[src/rtl/mrc_pkg.sv]
package mrc_pkg;

    localparam int MODE_W    = 4;
    localparam int NUM_MODES = 1 << MODE_W;
    localparam int NUM_FLAGS = 5;
    localparam int DATA_W    = 32;

    // status bit positions
    localparam int FLG_SAFE   = 0;
    localparam int FLG_ABSENT = 1;
    localparam int FLG_OFF    = 2;
    localparam int FLG_BADDST = 3;
    localparam int FLG_BUSY   = 4;

    localparam logic [MODE_W-1:0] MD_RESET   = 4'd0;
    localparam logic [MODE_W-1:0] MD_TEST    = 4'd1;
    localparam logic [MODE_W-1:0] MD_SAFE    = 4'd2;
    localparam logic [MODE_W-1:0] MD_DRUN    = 4'd3;
    localparam logic [MODE_W-1:0] MD_RUN3    = 4'd7;
    localparam logic [MODE_W-1:0] MD_HALT    = 4'd8;
    localparam logic [MODE_W-1:0] MD_STOP    = 4'd10;
    localparam logic [MODE_W-1:0] MD_STANDBY = 4'd13;

    function automatic logic mode_exists(input logic [MODE_W-1:0] m);
        logic ok;
        case (m)
            4'd9, 4'd11, 4'd12, 4'd14, 4'd15: ok = 1'b0;
            default:                          ok = 1'b1;
        endcase
        return ok;
    endfunction

    // DRUN or one of the RUN modes
    function automatic logic is_active(input logic [MODE_W-1:0] m);
        return (m >= MD_DRUN) && (m <= MD_RUN3);
    endfunction

    function automatic logic dest_reachable(input logic [MODE_W-1:0] cur,
                                            input logic [MODE_W-1:0] tgt);
        logic ok;
        if (tgt == MD_RESET || tgt == MD_SAFE)
            ok = 1'b1;
        else if (tgt == MD_TEST)
            ok = (cur == MD_TEST) || (cur == MD_DRUN);
        else if (tgt == MD_DRUN)
            ok = (cur == MD_TEST) || (cur == MD_SAFE) || is_active(cur);
        else if (is_active(tgt) || tgt == MD_HALT || tgt == MD_STOP || tgt == MD_STANDBY)
            ok = is_active(cur);
        else
            ok = 1'b0;
        return ok;
    endfunction

endpackage

[src/rtl/mrc_status.sv]
module mrc_status
    import mrc_pkg::*;
#(
    parameter int NF = NUM_FLAGS,
    parameter int DW = DATA_W
) (
    input  logic          clk,
    input  logic          rst_n,
    input  logic [NF-1:0] set_i,
    input  logic          wr_en,
    input  logic          wr_priv,
    input  logic [DW-1:0] wr_data,
    input  logic [NF-1:0] irq_en,
    output logic [NF-1:0] status_q,
    output logic [DW-1:0] rd_data,
    output logic          irq
);

    typedef struct packed {
        logic [NF-1:0] flags;
    } stat_t;

    stat_t st_d, st_q;
    logic [NF-1:0] clr_mask;
    logic unused_wr_hi;

    assign unused_wr_hi = ^wr_data[DW-1:NF];

    always_comb begin
        clr_mask    = (wr_en && wr_priv) ? wr_data[NF-1:0] : '0;
        st_d.flags  = (st_q.flags & ~clr_mask) | set_i;
    end

    always_ff @(posedge clk) begin
        if (!rst_n) st_q <= '0;
        else        st_q <= st_d;
    end

    always_comb begin
        status_q           = st_q.flags;
        rd_data            = '0;
        rd_data[NF-1:0]    = st_q.flags;
        irq                = |(st_q.flags & irq_en);
    end

    // a set always lands, even against a clear in the same cycle
    a_r9_set_wins: assert property (@(posedge clk) disable iff (!rst_n)
        (set_i != '0) |=> ((status_q & $past(set_i)) == $past(set_i)));

    // unprivileged write with nothing to set leaves the word alone
    a_r8_unpriv_ignored: assert property (@(posedge clk) disable iff (!rst_n)
        (wr_en && !wr_priv && set_i == '0) |=> $stable(status_q));

    // privileged write clears the bits written as 1
    a_r7_w1c_clears: assert property (@(posedge clk) disable iff (!rst_n)
        (wr_en && wr_priv && set_i == '0) |=> ((status_q & $past(wr_data[NF-1:0])) == '0));

    // without a privileged write no bit falls
    a_r12_sticky: assert property (@(posedge clk) disable iff (!rst_n)
        !(wr_en && wr_priv) |=> ((status_q & $past(status_q)) == $past(status_q)));

endmodule

[config.mk]
export PLATFORM = sky130hd
export DESIGN_NAME = mrc_status
export DESIGN_NICKNAME = d
export VERILOG_FILES = /design/src/rtl/mrc_pkg.sv /design/src/rtl/mrc_status.sv
export SDC_FILE = /design/constraint.sdc
export NUM_CORES = 1
export LEC_CHECK = 0
export CORE_UTILIZATION = 18
export DETAILED_ROUTE_END_ITERATION = 12
export MAX_ROUTING_LAYER = met4
export PLACE_DENSITY_LB_ADDON = 0.3
export SLEW_MARGIN = 20
export SYNTH_ARGS = -nofsm -noshare
export SYNTH_HDL_FRONTEND = slang
export SYNTH_SLANG_ARGS = --single-unit
[constraint.sdc]
create_clock -name clk -period 0.8 [get_ports clk]
set_input_delay 0.16 -clock clk [delete_from_list [all_inputs] [get_ports clk]]
set_output_delay 0.16 -clock clk [all_outputs]
set_load 0.005 [all_outputs]
### Word level (Yosys, flattened, before mapping)

Index checks and enable logic that the tools add are counted.

| storage, ports and cells | value |
|---|---|
| register bits after elaboration | 5 |
| input bits | 46 |
| output and inout port bits | 38 |
| logic and storage cells | 8 |

| operators by class | value |
|---|---|
| multiplexer cells | 1 |
| bitwise logic cells | 4 |
| reduce and logical (&&, ||, !) cells | 2 |

Operators with widths:

| operator | number |
|---|---|
| 5-bit bitwise AND | 2 |
| 5-bit two-way mux | 1 |
| 5-bit NOT | 1 |
| 5-bit OR | 1 |
| 5-bit OR reduction | 1 |
| 1-bit logical AND | 1 |

### Depth between registers and ports, before layout

Gate-level depths: netlist of the first run.

| depth | value |
|---|---|
| word-level depth | 5 |
| depth in mapped cells | 2 |
| mapped depth without buffers | 2 |

### Worst setup path before layout of the first run

OpenSTA, ideal clock, no wires.

| path | value |
|---|---|
| kind | register to output |
| start | reg st_q, in the netlist status_q[0] |
| end | out irq |
| data arrival time | 0.703 ns |
| required time | 0.640 ns |
| path slack | -0.063 ns |
| stages on the path, launching flop included | 3 |
| buffers on the path | 0 |
| path through | dfxtp_1 -> a222oi_1 -> nand2_1 |

| between the ends | value |
|---|---|
| word-level cells in the longest chain between the ends | 2 |

RTL lines:

| element | line | RTL |
|---|---|---|
| start, declared | mrc_status.sv:23 | `stat_t st_d, st_q;` |
| start signal, assigned | mrc_status.sv:36 | `else st_q <= st_d;` |
| 5-bit bitwise AND | mrc_status.sv:43 | `irq = \|(st_q.flags & irq_en);` |
| 5-bit OR reduction | mrc_status.sv:43 |  |
| end, declared | mrc_status.sv:16 | `output logic irq` |

Every way passes these cells.

### Worst setup path in the final report of the first run

| path | value |
|---|---|
| start | reg st_q, in the netlist status_q[4] |
| end | out irq |

Same word-level chain as after synthesis.

==> run metrics, run 1 <==
core outline area=approximately 2300 um^2; mean area per synthesized cell=slightly below 8 um^2; routed vias=410; power density over the cells=1198 nW/um^2; top cells by area, synth=buf_4 (54%), dfxtp_1 (22%), a31oi_1 (7.0%); YS warnings=0; Rows=17; grt total ovfl=0; total CTS buffers=3; # DRC=0; Final WS setup=-481.2 ps; RR Endpoint=status_q[2]; clock latency on the worst-skew pair=~240 ps; maxcap violations=0; R2R depth=4; I/O pin count=84; pre-CTS setup slack=-765.3 ps; max reg flops=5; Worst Skew=0 ps; Num Clock Sinks=5; flops & latches, synth=5; Setup crit end kind=output port; Port Buffers=29; drt pass-1 iters=4; Tot GR Track Use=under 10%; Nets=~140; clk slew on worst S/H paths=40 ps; synthesized cell area=between 400 and 500 um^2; CTS tree=built; Most used DFF post-synth=dfxtp_1; unrepaired setup endpoints after global routing=true; area share of the largest cell type after synthesis=a little over half; Routed WL per cell=roughly 8.6 um; cell chosen for the clock root=clkbuf_4; Fmax=about 780 MHz; Final min period=1281 ps; overall power=~900 uW; Hold Crit Class=input port to flip-flop; via density per instance=3.445; most frequent cell after synthesis=buf_4; H-tree depth=1; Min-Delay Endpoint=status_q[2]; Slew Viols, Final=0; Hold Vio Cnt, Final=0; crit start category=flip-flop; hold_sp=rst_n; sequential area share after synthesis=~22%; largest net degree at the start of global routing=6; n_diodes=0; hpwl dp=813.9 um; failing checks=negative setup slack; Placer Congestion=0.5518; chip height=~52 um; CP Max Fanout=2; first-pass GRT wire length=1.338 mm; clock buffer depth=2; vias in the first global route=around 330; Worst Path Arrival=1120 ps; die area=about 2700 um^2; worst path required time=roughly 640 ps; die width=between 50 and 60 um; reg-to-reg setup timing slack=10 ps; Post-synth ARST share=0%; Filler cells=approximately 260; Area Overhead vs Synth=68.63%; Tcrit/Tclk final=160.2%; EDFF count, synth=0; Final Core Density=between 30 and 40%; Peak VDD IR=about 470 uV; DRT iter0 DRCs=4; layout cells sized above 1=between 30% and 40%; P_leak=around 0.39 nW; Final ANT Viol Nets=0; status=finished, violations left; Starting Density=19.63%; top post-synthesis cells by count=buf_4 (32), a31oi_1 (5), dfxtp_1 (5), inv_1 (5), o21ai_0 (5); hold depth=3; area leader, netlist=buf_4; Setup CP Type=flip-flop to output port; initial antenna violation count=0; Final Setup Violations=11; Crit Reg-Reg Startpoint=status_q[2]; post-synth cell types=10; Total Wirelength=between 1 and 1.5 mm; cell count after synthesis=57
-- final cells by class --
cell class                      instances  area [um^2]  area share (%)
Clock buffer                            4        26.28           3.488
Inverter                                5        18.77           2.492
Multi-Input combinational cell         41        198.9           26.41
Sequential cell                         5        106.4           14.12
Tap cell                               28        35.03           4.651
Timing Repair Buffer                   36        367.9           48.84
-- placed cells by master, fill, tap and decap left out, drive strengths merged --
cell / instances
conb: 27
buf: 18
clkdlybuf4s50: 16
inv: 5
a31oi: 5
dfxtp: 5
o21ai: 5
clkbuf: 4
a222oi: 1
a22oi: 1
nand2: 1
and2: 1
dlymetal6s2s: 1
dlygate4sd2: 1
-- stage by stage --
stage | area (um^2) | hold slack [ps] | setup TNS (ps) | std cells
after CTS | 744.5 | 381.3 | -2148 | 120
after detailed placement | 659.4 | 599.6 | -4985 | 112
final | 753.2 | 403.7 | -1779 | 119
after floorplan | 544.3 | 260.2 | -63.36 | 83
after global placement | 659.4 | 566.6 | -4950 | 112
after global routing | 753.2 | 406.0 | -2185 | 119
-- cell families (layout without fill, tap and decap cells) --
family                 Yosys count  count (layout)  synth area share (%)
AO/OA/AOI/OAI                   12              12                 16.53
buffers and inverters           37              45                 57.98
flip-flops                       5               5                 22.41
AND/OR/NAND/NOR                  2               2                 2.241
other                            1              27                0.8395
-- worst max-delay path: stages, from the launching register on --
cell      delay, ps
dfxtp_2         320
a222oi_1        310
nand2_1         110
buf_2           150
-- how the worst max path moves through the flow --
stage	startpoint	to	slack (ps)	cells after the start
final	status_q[4]	irq	-480	3
after global routing	status_q[4]	irq	-550	3
after CTS	status_q[0]	irq	-450	3
after detailed placement	irq_en[0]	irq	-770	4
after global placement	irq_en[0]	irq	-760	4
after floorplan	status_q[0]	irq	-60	2
-- repair_timing --
| action | CTS | global route |
|---|---|---|
| endpoints found under the setup margin | 16 | 16 |
| setup buffers | 4 | 2 |
| pin swaps | 4 | 3 |
| endpoints found under the hold margin | 0 | 0 |
| resized for setup | 67 | 9 |
| hold buffers | 0 | 0 |
-- power by group --
group / total, mW / leakage (nW) / switching [mW] / internal, mW
Clock: 0.286 / 0.0150 / 0.0980 / 0.188
Sequential: 0.288 / 0.0429 / 0.0146 / 0.274
Combinational: 0.328 / 0.329 / 0.118 / 0.210
Total: 0.902 / 0.387 / 0.231 / 0.672
-- metal layers --
layer | part of all wire, % | vias to the layer above | routed length (um) | global-route usage, %
li1 | - | 197 | - | -
met1 | 30 | 175 | 309 | 4.720
met2 | 51 | 36 | 527 | 14.29
met3 | 18 | 2 | 180 | 3.801
met4 | 0.68 | 0 | 7 | 5.405
met5 | 0 | - | 0 | -
(Power assumes the default switching activity.)
==> inputs of run 2 (changes only) <==
CORE_MARGIN = 5   (was default)
SKIP_LAST_GASP = 1   (was default)
==> run metrics, run 2 (same netlist as run 1, synthesis figures left out) <==
GR Util met2=11.73% (-2.6 points); Final Setup Violations=11 (unchanged); layout cells sized above 1=28.09% (-4.9 points); CP Max Fanout=2 (unchanged); Port Buffers=29 (unchanged); clock share of power=33.3% (+1.6 points); part of the power in combinational logic=34.4% (-1.9 points); Fmax=810.5 MHz (+3.9%); grt total ovfl=0 (unchanged); Final min period=1234 ps (-47.50 ps); I/O pin count=84 (unchanged); first-pass GRT wire length=1.752 mm (+31%); Setup CP Type=flip-flop to output port; Slew Viols, Final=0 (unchanged); Starting Density=18.36% (-1.3 points); crit start category=flip-flop; clk slew on worst S/H paths=40 ps (about the same); routed vias=392 (-4.4%); # DRC=0 (unchanged); Hold Crit Class=input port to flip-flop; Worst Skew=0 ps (unchanged); Nets=136 (-1.4%); Setup crit end kind=output port; maxcap violations=0 (unchanged); hpwl dp=1.067 mm (+31%); Tot GR Track Use=7.020% (-0.36 points); clock latency on the worst-skew pair=240 ps (about the same); via density per instance=3.294 (-4.4%); Hold Vio Cnt, Final=0 (unchanged); Area Overhead vs Synth=59.94%; Worst Path Arrival=1070 ps (-50 ps); cell chosen for the clock root=clkbuf_4; most frequent cells in the layout=conb_1 (27), clkdlybuf4s50_1 (16), buf_6 (11), inv_1 (5), a31oi_1 (5); Final Core Density=29.37% (-3.7 points); Final ANT Viol Nets=0 (unchanged); DRT iter0 DRCs=5 (+1); power density over the cells=1235 nW/um^2 (+3.1%); sw frac=26.33% (+0.77 points); met3 GRT Util=2.808% (-0.99 points); max reg flops=5 (unchanged); unrepaired setup endpoints after global routing=true; Placer Congestion=0.6882 (+25%); status=finished, violations left; worst path required time=640 ps (about the same); n_diodes=0 (unchanged); Tcrit/Tclk final=154.2% (-5.9 points); total CTS buffers=3 (unchanged); clock buffer depth=2 (unchanged); Num Clock Sinks=5 (unchanged); failing checks=negative setup slack; Routed WL per cell=10.29 um (+20%); Sw Pwr=232.4 uW (+0.72%); commonest non-fill, non-tap cell in the layout=conb_1; drt pass-1 iters=4 (unchanged); grt peak-use layer=met2; Total Wirelength=1.225 mm (+20%); Rows=18 (+1); H-tree depth=1 (unchanged); largest net degree at the start of global routing=6 (unchanged); initial antenna violation count=0 (unchanged); Peak VDD IR=371.1 uV (-22%); met1 Use GR=6.914% (+2.2 points); die width=59.82 um (+15%); Seq pwr share=32.3% (+0.3 points); Pint=650.0 uW (-3.2%); Final WS setup=-433.7 ps (+47.50 ps); core outline area=2432 um^2 (+6.9%); vias in the first global route=398 (+22%); CTS tree=built; P_leak=0.3697 nW (-4.4%); die area=3578 um^2 (+33%); chip height=59.82 um (+15%); total negative slack=-1911 ps (-131.5 ps)
[run 2: power by group through the flow]
stage	Sequential (mW)	Clock, mW	Combinational, mW
2_1_floorplan	0.291	0	0.187
3_3_place_gp	0.285	0	0.291
3_5_place_dp	0.285	0	0.294
4_1_cts	0.286	0.310	0.296
5_1_grt	0.287	0.331	0.335
6_report	0.285	0.294	0.304
[run 2: cell type report]
cell class	count	area [um^2]
Sequential cell	5	105.1
Fill cell	279	1718
Timing Repair Buffer	34	335.3
Tap cell	30	37.54
Clock buffer	4	26.28
Inverter	5	18.77
Multi-Input combinational cell	41	191.4
[run 2: critical path, cell delays in order (launching register included)]
cell and delay (ps):
dfxtp_2 310, a222oi_1 310, nand2_1 80, buf_2 130
[run 2: layer usage]
| layer | share of wire (%) | routed length [um] | vias to the layer above |
|---|---|---|---|
| met3 | 13 | 156 | 0 |
| met2 | 56 | 681 | 25 |
| met4 | 0 | 0 | 0 |
| met5 | 0 | 0 | - |
| li1 | - | - | 194 |
| met1 | 32 | 386 | 173 |
[run 2: stage by stage]
stage               setup WS (ps)  hold WS (ps)  instances  power, mW  instance area [um^2]
finish                     -433.7         358.0        119     0.8823                 714.4
detailed placement         -820.8         670.6        115     0.5783                 669.4
global route               -494.8         395.6        119     0.9539                 714.4
global placement           -766.6         667.0        115     0.5760                 669.4
floorplan                  -63.36         260.2         83     0.4788                 544.3
CTS                        -486.0         368.6        119     0.8923                 709.4
[run 2: final timing paths]
path                            depth (start not counted)   startpoint  slack [ps]     endpoint
worst min-delay path                                    3        rst_n         360  status_q[4]
worst min register to register                          3  status_q[4]         650  status_q[4]
worst max-delay path                                    3  status_q[4]        -430          irq
worst max register to register                          3  status_q[2]          50  status_q[2]
[run 2: what timing repair did]
item                                    in CTS  in global routing
hold buffers                                 0                  0
resized for setup                           59                 10
endpoints found under the setup margin      16                 16
setup buffers                                0                  2
pin swaps                                    2                  3
endpoints found under the hold margin        0                  0
==> inputs of run 3 (changes only) <==
CTS_BUF_LIST = sky130_fd_sc_hd__clkbuf_8   (was default)
==> run metrics, run 3 (same netlist as run 1, synthesis figures left out) <==
largest net degree at the start of global routing=6 (unchanged); Hold Crit Class=input port to flip-flop; power density over the cells=1377 nW/um^2 (+12%); Final min period=1207 ps (-26.32 ps); most frequent cells in the layout=conb_1 (27), clkdlybuf4s50_1 (13), buf_6 (12), inv_1 (6); failing checks=negative setup slack; layout cells sized above 1=30.34% (+2.2 points); Fin Hold WS=323.3 ps (-34.69 ps); DRT iter0 DRCs=6 (+1); part of the power in combinational logic=30.3% (-4.1 points); Rows=18 (unchanged); Placer Congestion=0.6882 (unchanged); Setup crit end kind=output port; Seq pwr share=27.2% (-5.1 points); grt total ovfl=0 (unchanged); Port Buffers=29 (unchanged); clock share of power=42.5% (+9.2 points); core outline area=2432 um^2 (unchanged); worst path required time=640 ps (about the same); GR Util met2=11.27% (-0.46 points); I/O pin count=84 (unchanged); grt peak-use layer=met2; reg-to-reg setup timing slack=30 ps (-20 ps); Tcrit/Tclk final=150.9% (-3.3 points); Num Clock Sinks=5 (unchanged); unrepaired setup endpoints after global routing=true; Fmax=828.2 MHz (+2.2%); via density per instance=3.319 (+0.77%); Peak VDD IR=385.3 uV (+3.9%); die width=59.82 um (unchanged); hpwl dp=1.067 mm (unchanged); commonest non-fill, non-tap cell in the layout=conb_1; final non-filler cell total=119 (unchanged); crit start category=flip-flop; n_diodes=0 (unchanged); maxcap violations=0 (unchanged); first-pass GRT wire length=1.718 mm (-1.9%); routed vias=395 (+0.77%); Placed Cells=115 (unchanged); Final Setup Violations=11 (unchanged); initial antenna violation count=0 (unchanged); max reg flops=5 (unchanged); CTS hold repair buffers=0 (unchanged); clock latency on the worst-skew pair=220 ps (-20 ps); status=finished, violations left; H-tree depth=1 (unchanged); Starting Density=18.36% (unchanged); clk slew on worst S/H paths=40 ps (about the same); sw frac=24.14% (-2.2 points); met3 GRT Util=2.808% (unchanged); Tot GR Track Use=6.658% (-0.36 points); Routed WL per cell=10.29 um (unchanged); Sw Pwr=253.3 uW (+9.0%); Worst Path Arrival=1050 ps (-20 ps); P_leak=0.4048 nW (+9.5%); Hold Vio Cnt, Final=0 (unchanged); Area Overhead vs Synth=70.59%; chip height=59.82 um (unchanged); Slew Viols, Final=0 (unchanged); Final WS setup=-407.4 ps (+26.32 ps); die area=3578 um^2 (unchanged); Pint=796.0 uW (+22%); CP Max Fanout=2 (unchanged); # DRC=0 (unchanged); Nets=136 (unchanged); CTS tree=built; Filler cells=268 (-3.9%); vias in the first global route=384 (-3.5%); Total Wirelength=1.225 mm (unchanged); met1 Use GR=7.042% (+0.13 points); Worst Skew=0 ps (unchanged); cell chosen for the clock root=clkbuf_8; total CTS buffers=3 (unchanged); Setup CP Type=flip-flop to output port; Final ANT Viol Nets=0 (unchanged); clock buffer depth=2 (unchanged); drt pass-1 iters=4 (unchanged)
-- run 3: changes by cell type in the layout (fill, tap and decap cells not counted) --
cell,delta
clkbuf_4,-3
clkbuf_8,+3
clkdlybuf4s50_1,-3
dlymetal6s2s_1,+2
a31oi_1,-1
a31oi_4,+1
buf_2,-1
buf_6,+1
clkbuf_1,-1
dlygate4sd2_1,+1
inv_1,+1
o21ai_0,-1
o21ai_2,+1
-- run 3: area by class of cell --
class	count	area [um^2]	share of cell area, %
clock buffers	3	41.29	5.419
clock inverters	1	3.754	0.4926
inverters	5	18.77	2.463
multi-input cells	41	210.2	27.59
flip-flops and latches	5	105.1	13.79
well taps	30	37.54	4.926
repair buffers	34	345.3	45.32
-- run 3: metal layers --
layer	up-vias	wire length [um]
li1	193	-
met1	177	394
met2	25	676
met3	0	154
met4	0	0
met5	-	0
-- run 3: critical path, cell delays in order, from the launching register on --
cell and delay [ps]:
dfxtp_2 310, a222oi_1 310, nand2_1 80, buf_2 130
-- run 3: worst paths after layout --
kind,startpoint,depth (start not counted),endpoint
min,wr_en,3,status_q[3]
max,status_q[4],3,irq
max reg2reg,status_q[2],3,status_q[2]
min reg2reg,status_q[1],3,status_q[1]
-- run 3: power by group through the flow --
stage                     logic [mW]  registers, mW  clock network [mW]
after floorplan                0.187          0.291                   0
after global placement         0.291          0.285                   0
after detailed placement       0.294          0.285                   0
after CTS                      0.302          0.287               0.462
after global routing           0.350          0.288               0.481
final                          0.318          0.285               0.446
-- run 3: timing repair --
action	4_1_cts	5_1_grt
gates resized for setup	62	14
buffers inserted	0	2
setup endpoints to repair	16	16
pin swaps	2	5
-- run 3: through the flow --
stage / instance area, um^2 / TNS (ps) / total power [mW] / utilization [%] / setup WS [ps]
after global placement: 669.4 / -5147 / 0.5760 / 27.52 / -766.6
final: 762.0 / -1604 / 1.049 / 31.33 / -407.4
after global routing: 762.0 / -1903 / 1.120 / 31.33 / -458.0
after floorplan: 544.3 / -63.36 / 0.4788 / - / -63.36
after detailed placement: 669.4 / -5181 / 0.5783 / 27.52 / -820.8
after CTS: 734.5 / -1765 / 1.051 / 30.20 / -451.5
